==> config.mk <==
export PLATFORM = sky130hd
export DESIGN_NAME = txl_tx_ctrl
export DESIGN_NICKNAME = d
export VERILOG_FILES = /design/src/rtl/txl_pkg.sv /design/src/rtl/txl_fifo.sv /design/src/rtl/txl_seq.sv /design/src/rtl/txl_irq.sv /design/src/rtl/txl_tx_ctrl.sv
export SDC_FILE = /design/constraint.sdc
export NUM_CORES = 1
export LEC_CHECK = 0
export BUFFER_PORTS_ARGS = -buffer_cell sky130_fd_sc_hd__buf_2
export CAP_MARGIN = 20
export CORE_ASPECT_RATIO = 1.75
export CORE_MARGIN = 2
export CORE_UTILIZATION = 24
export DETAILED_ROUTE_END_ITERATION = 10
export MAX_ROUTING_LAYER = met4
export PLACE_DENSITY = 0.37
export SLEW_MARGIN = 20
export SYNTH_ARGS = -nofsm -noshare
export SYNTH_HDL_FRONTEND = slang
export SYNTH_HIERARCHICAL = 1
export SYNTH_SLANG_ARGS = --single-unit
export TNS_END_PERCENT = 10
==> constraint.sdc <==
create_clock -name clk -period 4.5 [get_ports clk]
set_clock_uncertainty 0.05 [all_clocks]
set_input_delay 0.225 -clock clk [delete_from_list [all_inputs] [get_ports clk]]
set_output_delay 0.225 -clock clk [all_outputs]
set_load 0.005 [all_outputs]
==> src/rtl/txl_pkg.sv <==
package txl_pkg;

  localparam logic [7:0] ADDR_CMD    = 8'h00;
  localparam logic [7:0] ADDR_IRQ    = 8'h0C;
  localparam logic [7:0] ADDR_LEN_HI = 8'h1D;
  localparam logic [7:0] ADDR_LEN_LO = 8'h1E;
  localparam logic [7:0] ADDR_FIFO   = 8'h1F;

  localparam int CMD_TX_BIT   = 0;
  localparam int CMD_RST_BIT  = 1;
  localparam int IRQ_DONE_BIT = 7;
  localparam int IRQ_LOW_BIT  = 5;

  typedef enum logic [1:0] {
    ST_IDLE  = 2'd0,
    ST_ARMED = 2'd1,
    ST_SEND  = 2'd2
  } seq_state_t;

  typedef struct packed {
    logic [11:0] nbytes;
    logic        part;
    logic [2:0]  pbits;
  } tx_len_t;

  // Assemble the message length from the two host registers.
  function automatic tx_len_t decode_len(input logic [7:0] hi, input logic [7:0] lo);
    tx_len_t l;
    l.nbytes = {hi, lo[7:4]};
    l.pbits  = lo[3:1];
    l.part   = lo[0] && (lo[3:1] != 3'd0);
    return l;
  endfunction

  function automatic logic len_is_empty(input tx_len_t l);
    return (l.nbytes == 12'd0) && !l.part;
  endfunction

  // Bytes still to be taken from the FIFO.
  function automatic logic [12:0] bytes_pending(input logic [11:0] whole, input logic part);
    return {1'b0, whole} + 13'(part);
  endfunction

endpackage

==> src/rtl/txl_fifo.sv <==
module txl_fifo #(
  parameter int DEPTH = 12,
  parameter int W     = 8,
  parameter int CW    = $clog2(DEPTH + 1)
) (
  input  logic          clk,
  input  logic          rst_n,
  input  logic          flush,
  input  logic          push,
  input  logic [W-1:0]  din,
  input  logic          pop,
  output logic [W-1:0]  dout,
  output logic          empty,
  output logic          push_ok,
  output logic [CW-1:0] count
);
  localparam int PW = (DEPTH > 1) ? $clog2(DEPTH) : 1;
  localparam logic [CW-1:0] FULL_CNT = CW'(DEPTH);
  localparam logic [PW-1:0] LAST_PTR = PW'(DEPTH - 1);

  logic [W-1:0]  mem [DEPTH];
  logic [PW-1:0] wp, rp;
  logic          pop_ok;

  function automatic logic [PW-1:0] next_ptr(input logic [PW-1:0] p);
    return (p == LAST_PTR) ? '0 : p + PW'(1);
  endfunction

  always_comb begin
    empty   = (count == '0);
    push_ok = push && !flush && (count != FULL_CNT);
    pop_ok  = pop && !flush && !empty;
    dout    = mem[rp];
  end

  always_ff @(posedge clk) begin
    if (push_ok) mem[wp] <= din;
  end

  always_ff @(posedge clk) begin
    if (!rst_n || flush) begin
      wp    <= '0;
      rp    <= '0;
      count <= '0;
    end else begin
      if (push_ok) wp <= next_ptr(wp);
      if (pop_ok)  rp <= next_ptr(rp);
      if (push_ok && !pop_ok)      count <= count + CW'(1);
      else if (pop_ok && !push_ok) count <= count - CW'(1);
    end
  end

endmodule

==> src/rtl/txl_seq.sv <==
module txl_seq
  import txl_pkg::*;
#(
  parameter int LOW_MARK = 3,
  parameter int CW       = 4
) (
  input  logic          clk,
  input  logic          rst_n,
  input  logic          clr,
  input  logic          cmd_tx,
  input  logic          push_acc,
  input  tx_len_t       len,
  input  logic          fifo_empty,
  input  logic [CW-1:0] fifo_count,
  input  logic [7:0]    fifo_head,
  input  logic          bit_stb,
  output logic          pop,
  output logic          tx_bit,
  output logic          tx_vld,
  output logic          busy,
  output logic          start_evt,
  output logic          done_evt,
  output logic          low_evt,
  output logic          len_zero
);
  localparam logic [CW-1:0] LOW_CNT = CW'(LOW_MARK);

  seq_state_t  st;
  logic [11:0] bytes_left;
  logic        part_pend;
  logic [2:0]  pbits;
  logic [7:0]  sh;
  logic [3:0]  sh_cnt;
  logic        low_q;

  logic        arm_evt, more, shift, last_shift, low_cond;
  logic [12:0] pending;

  always_comb begin
    len_zero   = len_is_empty(len);
    busy       = (st == ST_SEND);
    start_evt  = !clr && (((st == ST_IDLE) && cmd_tx && !fifo_empty) ||
                          ((st == ST_ARMED) && push_acc));
    arm_evt    = !clr && (st == ST_IDLE) && cmd_tx && fifo_empty;
    more       = (bytes_left != 12'd0) || part_pend;
    pop        = !clr && busy && (sh_cnt == 4'd0) && more && !fifo_empty;
    shift      = !clr && busy && bit_stb && (sh_cnt != 4'd0);
    last_shift = shift && (sh_cnt == 4'd1) && !more;
    done_evt   = (start_evt && len_zero) || last_shift;
    pending    = bytes_pending(bytes_left, part_pend);
    low_cond   = busy && (fifo_count <= LOW_CNT) && (pending > 13'(fifo_count));
    low_evt    = !clr && low_cond && !low_q;
  end

  always_ff @(posedge clk) begin
    if (!rst_n || clr) begin
      st         <= ST_IDLE;
      bytes_left <= '0;
      part_pend  <= 1'b0;
      pbits      <= '0;
      sh         <= '0;
      sh_cnt     <= '0;
      low_q      <= 1'b0;
      tx_vld     <= 1'b0;
      tx_bit     <= 1'b0;
    end else begin
      tx_vld <= shift;
      tx_bit <= shift ? sh[0] : 1'b0;
      low_q  <= low_cond;
      if (shift) begin
        sh     <= sh >> 1;
        sh_cnt <= sh_cnt - 4'd1;
      end
      if (pop) begin
        sh <= fifo_head;
        if (bytes_left != 12'd0) begin
          sh_cnt     <= 4'd8;
          bytes_left <= bytes_left - 12'd1;
        end else begin
          sh_cnt    <= {1'b0, pbits};
          part_pend <= 1'b0;
        end
      end
      if (start_evt) begin
        if (len_zero) begin
          st <= ST_IDLE;
        end else begin
          st         <= ST_SEND;
          bytes_left <= len.nbytes;
          part_pend  <= len.part;
          pbits      <= len.pbits;
          sh_cnt     <= '0;
        end
      end else if (arm_evt) begin
        st <= ST_ARMED;
      end else if (last_shift) begin
        st <= ST_IDLE;
      end
    end
  end

endmodule

==> src/rtl/txl_irq.sv <==
module txl_irq
  import txl_pkg::*;
(
  input  logic       clk,
  input  logic       rst_n,
  input  logic       done_evt,
  input  logic       low_evt,
  input  logic       rd_clr,
  output logic [7:0] status,
  output logic       irq
);
  logic [7:0] set_vec;

  always_comb begin
    set_vec               = '0;
    set_vec[IRQ_DONE_BIT] = done_evt;
    set_vec[IRQ_LOW_BIT]  = low_evt;
    irq                   = |status;
  end

  always_ff @(posedge clk) begin
    if (!rst_n) status <= '0;
    else        status <= (rd_clr ? 8'h00 : status) | set_vec;
  end

endmodule

==> src/rtl/txl_tx_ctrl.sv <==
module txl_tx_ctrl
  import txl_pkg::*;
#(
  parameter int FIFO_DEPTH = 12,
  parameter int LOW_MARK   = 3
) (
  input  logic       clk,
  input  logic       rst_n,
  input  logic       reg_wr,
  input  logic       reg_rd,
  input  logic [7:0] reg_addr,
  input  logic [7:0] reg_wdata,
  output logic [7:0] reg_rdata,
  input  logic       bit_stb,
  output logic       tx_bit,
  output logic       tx_bit_vld,
  output logic       tx_busy,
  output logic       irq
);
  localparam int CW = $clog2(FIFO_DEPTH + 1);

  logic [7:0]    len_hi, len_lo;
  tx_len_t       len;
  logic          cmd_wr, cmd_tx, cmd_clr, fifo_push, push_acc, rd_clr;
  logic          fifo_empty, pop;
  logic [7:0]    fifo_head;
  logic [CW-1:0] fifo_count;
  logic          start_evt, done_evt, low_evt, len_zero;
  logic [7:0]    status;

  always_comb begin
    cmd_wr    = reg_wr && (reg_addr == ADDR_CMD);
    cmd_clr   = cmd_wr && reg_wdata[CMD_RST_BIT];
    cmd_tx    = cmd_wr && reg_wdata[CMD_TX_BIT] && !reg_wdata[CMD_RST_BIT];
    fifo_push = reg_wr && (reg_addr == ADDR_FIFO);
    rd_clr    = reg_rd && (reg_addr == ADDR_IRQ);
    len       = decode_len(len_hi, len_lo);
  end

  always_ff @(posedge clk) begin
    if (!rst_n) begin
      len_hi <= '0;
      len_lo <= '0;
    end else if (reg_wr && !tx_busy) begin
      if (reg_addr == ADDR_LEN_HI) len_hi <= reg_wdata;
      if (reg_addr == ADDR_LEN_LO) len_lo <= reg_wdata;
    end
  end

  always_ff @(posedge clk) begin
    if (!rst_n) begin
      reg_rdata <= '0;
    end else if (reg_rd) begin
      unique case (reg_addr)
        ADDR_IRQ:    reg_rdata <= status;
        ADDR_LEN_HI: reg_rdata <= len_hi;
        ADDR_LEN_LO: reg_rdata <= len_lo;
        default:     reg_rdata <= 8'h00;
      endcase
    end
  end

  txl_fifo #(.DEPTH(FIFO_DEPTH), .W(8), .CW(CW)) u_fifo (
    .clk     (clk),
    .rst_n   (rst_n),
    .flush   (cmd_clr),
    .push    (fifo_push),
    .din     (reg_wdata),
    .pop     (pop),
    .dout    (fifo_head),
    .empty   (fifo_empty),
    .push_ok (push_acc),
    .count   (fifo_count)
  );

  txl_seq #(.LOW_MARK(LOW_MARK), .CW(CW)) u_seq (
    .clk        (clk),
    .rst_n      (rst_n),
    .clr        (cmd_clr),
    .cmd_tx     (cmd_tx),
    .push_acc   (push_acc),
    .len        (len),
    .fifo_empty (fifo_empty),
    .fifo_count (fifo_count),
    .fifo_head  (fifo_head),
    .bit_stb    (bit_stb),
    .pop        (pop),
    .tx_bit     (tx_bit),
    .tx_vld     (tx_bit_vld),
    .busy       (tx_busy),
    .start_evt  (start_evt),
    .done_evt   (done_evt),
    .low_evt    (low_evt),
    .len_zero   (len_zero)
  );

  txl_irq u_irq (
    .clk      (clk),
    .rst_n    (rst_n),
    .done_evt (done_evt),
    .low_evt  (low_evt),
    .rd_clr   (rd_clr),
    .status   (status),
    .irq      (irq)
  );

endmodule

==> impl_metrics.ini <==
[timing]
max_slew.worst_pin.slew_ps = 970
period_needed_ps = 3840
rsz0062_at_grt = no
post-route-period-util = 0.853
final-hold-violation-count = 0
fin_setup_tns_ps = 0
slew_headroom = 0.352
finalMaxSlewViolations = 0
setup_viol = 0
fin_hold_ws_ps = 107
fmax_mhz = 261

[place]
globalplace.congestion = 0.810
numPortBuffers = 32
dp.final_hpwl_mm = 14.8

[finish]
layout.nets = 710
fillers = 3215
drive_gt1_frac = 0.167
final_util = 0.279
antenna_cells = 0
final_cell_mix = edfxtp_1, dfxtp_1, nand2_1
area_growth_pct = 14.3
mostFrequentLayoutCell = edfxtp_1

[yosys]
async_flop_share = 0
ys_warn_count = 6
ys_ff_latch = 171
synth-edff-count = 96
synth_seq_area_share = 0.570
synthCells = 646
synthFlopType = edfxtp_1
synth.distinct_cells = 65
syn_area_sq_um = 7700
avgSynthCellArea_sq_um = 11.9

[worst_setup_path]
cp_max_fo = 8
worst_setup_path_start_kind = register
worstPathArrival_ps = 4110
end_kind = register
critPathKind = reg2reg
worstPathRequired_ps = 4770
critical_path.most_common_cell = ha_1
crit_family = simple AND/OR/NAND/NOR gates
slowest_stage = nor4b_1
cp_cell_sequence = nor4_2 -> nor4b_1 -> and2_1 -> o21ai_1 -> inv_2 -> or3b_1 -> ha_1 -> inv_1 -> ha_1 -> a21oi_1 -> a211o_1 -> a211oi_1 -> a31o_2
path_buf_inv = 2
slowest_delay_ps = 610

[global_routing]
antenna_found_initial = 0
grt_max_degree = 34
grt_pass1_wl_mm = 31.3
grt-ovfl-total = 0
grt_usage = 0.127
grt_pass1_vias = 5332

[pwr]
p_leak_uw = 0.00290
peakVddDrop_uv = 248
power.density_nw_per_um2 = 355
power.total_uw = 3130

[clocking]
cts-root-buf = clkbuf_16
cts_buffer_depth = 2
clk_pin_slew_ps = 70
cts_tree = yes
cts_setup_buffers = 0
hold_buffers = 0
cts.sinks = 171
ctsResizeCount = 0
clk_latency_ps = 430
htreeDepth = 4
cts-buffers-inserted = 17

[floorplanning]
start_util = 0.244
die_h_microns = 241
fp-row-count = 86
ios = 33
die_area_sq_um = 33600
chipWidth_microns = 139
core-area_sq_um = 31500

[drt]
detail-route-antenna-nets = 0
avgViaCountPerCell = 4.77
firstDrtPassIters = 4
post_drt_wl_per_cell_microns = 18.5
wl_mm = 20.0
first_iter_violations = 315
vias = 5141
drc_errors = 0

[run]
maxCapViolCount = 0

[run_status]
outcome = completed

[worst_hold_path]
hp-class = in2reg
==> worst register-to-register path, cell delays in order, from the launching register on <==
cell and delay (ps):
dfxtp_1 490, nor4_2 140, nor4b_1 610, and2_1 270, o21ai_1 120, inv_2 140, or3b_1 490, ha_1 250
inv_1 140, ha_1 290, a21oi_1 220, a211o_1 180, a211oi_1 70, a31o_2 240
==> kinds of logic after synthesis <==
kind of cell / count (synthesis) / synth area share
other: 1 / 0.000487
adder cells (fa/ha/maj): 18 / 0.0302
multiplexers: 42 / 0.0938
AND/OR/NAND/NOR: 204 / 0.140
XOR/XNOR: 15 / 0.0171
buffers and inverters: 64 / 0.0393
flip-flops: 171 / 0.570
AO/OA/AOI/OAI: 131 / 0.109
==> power by group <==
part / internal [uW] / switching, uW
clock: 771 / 646
combinational: 14.1 / 47.7
sequential: 1650 / 0.519
total: 2430 / 694
==> worst paths after layout <==
kind,startpoint,endpoint,slack [ps],depth (start not counted)
setup / recovery,u_fifo/count[0]$_SDFFE_PP0P_,u_fifo/count[3]$_SDFFE_PP0P_,660,13
hold reg to reg,reg_rdata[0]$_SDFFE_PN0P_,reg_rdata[0]$_SDFFE_PN0P_,400,2
hold / removal,reg_wdata[7],u_fifo/mem[0][7]$_DFFE_PP_,110,1
setup reg to reg,u_fifo/count[0]$_SDFFE_PP0P_,u_fifo/count[3]$_SDFFE_PP0P_,660,13
==> per-stage QoR <==
step | area [sq um] | setup slack [ps] | cells
CTS | 8800 | 684 | 1078
global route | 8800 | 334 | 1078
finish | 8800 | 663 | 1078
floorplan | 7720 | 1090 | 651
global placement | 8240 | 764 | 1048
detailed placement | 8240 | 639 | 1048
==> routing by layer <==
metal  vias to the layer above  share of wire  GRT usage  wire [microns]
li1                       2483              -          -               -
met1                      2525           0.37      0.126            7470
met2                        95           0.56      0.237           11200
met3                        38          0.023     0.0228             461
met4                         0          0.044     0.0658             869
met5                         -              0          -               0
==> cell usage after synthesis (3+ instances only) <==
cell	number	area share
a21oi_1	26	0.017
nor4b_1	4	0.0046
o21ai_1	11	0.0072
or3_1	3	0.0024
a311oi_1	8	0.0091
o21a_1	3	0.0029
nor2_1	37	0.018
nand3_1	35	0.023
a31oi_1	5	0.0041
dfxtp_1	75	0.20
buf_2	8	0.0052
mux2i_1	17	0.022
nor4_1	8	0.0065
nand4_1	8	0.0065
mux4_2	24	0.070
nand2_1	50	0.024
a22o_1	8	0.0091
buf_6	3	0.0044
xor2_1	6	0.0068
o21ai_0	36	0.023
inv_1	21	0.010
buf_4	8	0.0078
and4_1	7	0.0080
a22oi_1	16	0.016
xnor2_1	9	0.010
ha_1	17	0.028
nor2b_1	10	0.0081
nor3_1	12	0.0078
and3_1	7	0.0057
buf_1	6	0.0029
edfxtp_1	96	0.37
and2_1	3	0.0024
nand2b_1	3	0.0024
clkbuf_1	17	0.0083
==> flip-flops by register name, indices dropped and copies added (netlist names), 3 cells and up, named ones only <==
name,count
u_seq/sh_cnt,4
u_fifo/wp,4
len_lo,8
len_hi,8
u_seq/sh,8
u_fifo/rp,4
u_seq/pbits,3
reg_rdata,8
u_fifo/mem,96
u_seq/bytes_left,12
u_fifo/count,4
==> final cells by class <==
class                           count  area [sq um]  share of cell area
Clock buffer                       17           425              0.0484
Timing Repair Buffer               43           243              0.0276
Sequential cell                   171          4390               0.498
Inverter                           22          82.6             0.00939
Multi-Input combinational cell    416          3040               0.345
Tap cell                          396           495              0.0563
Clock inverter                     13           131              0.0149
Note: power is estimated with default switching activity, not from simulation.
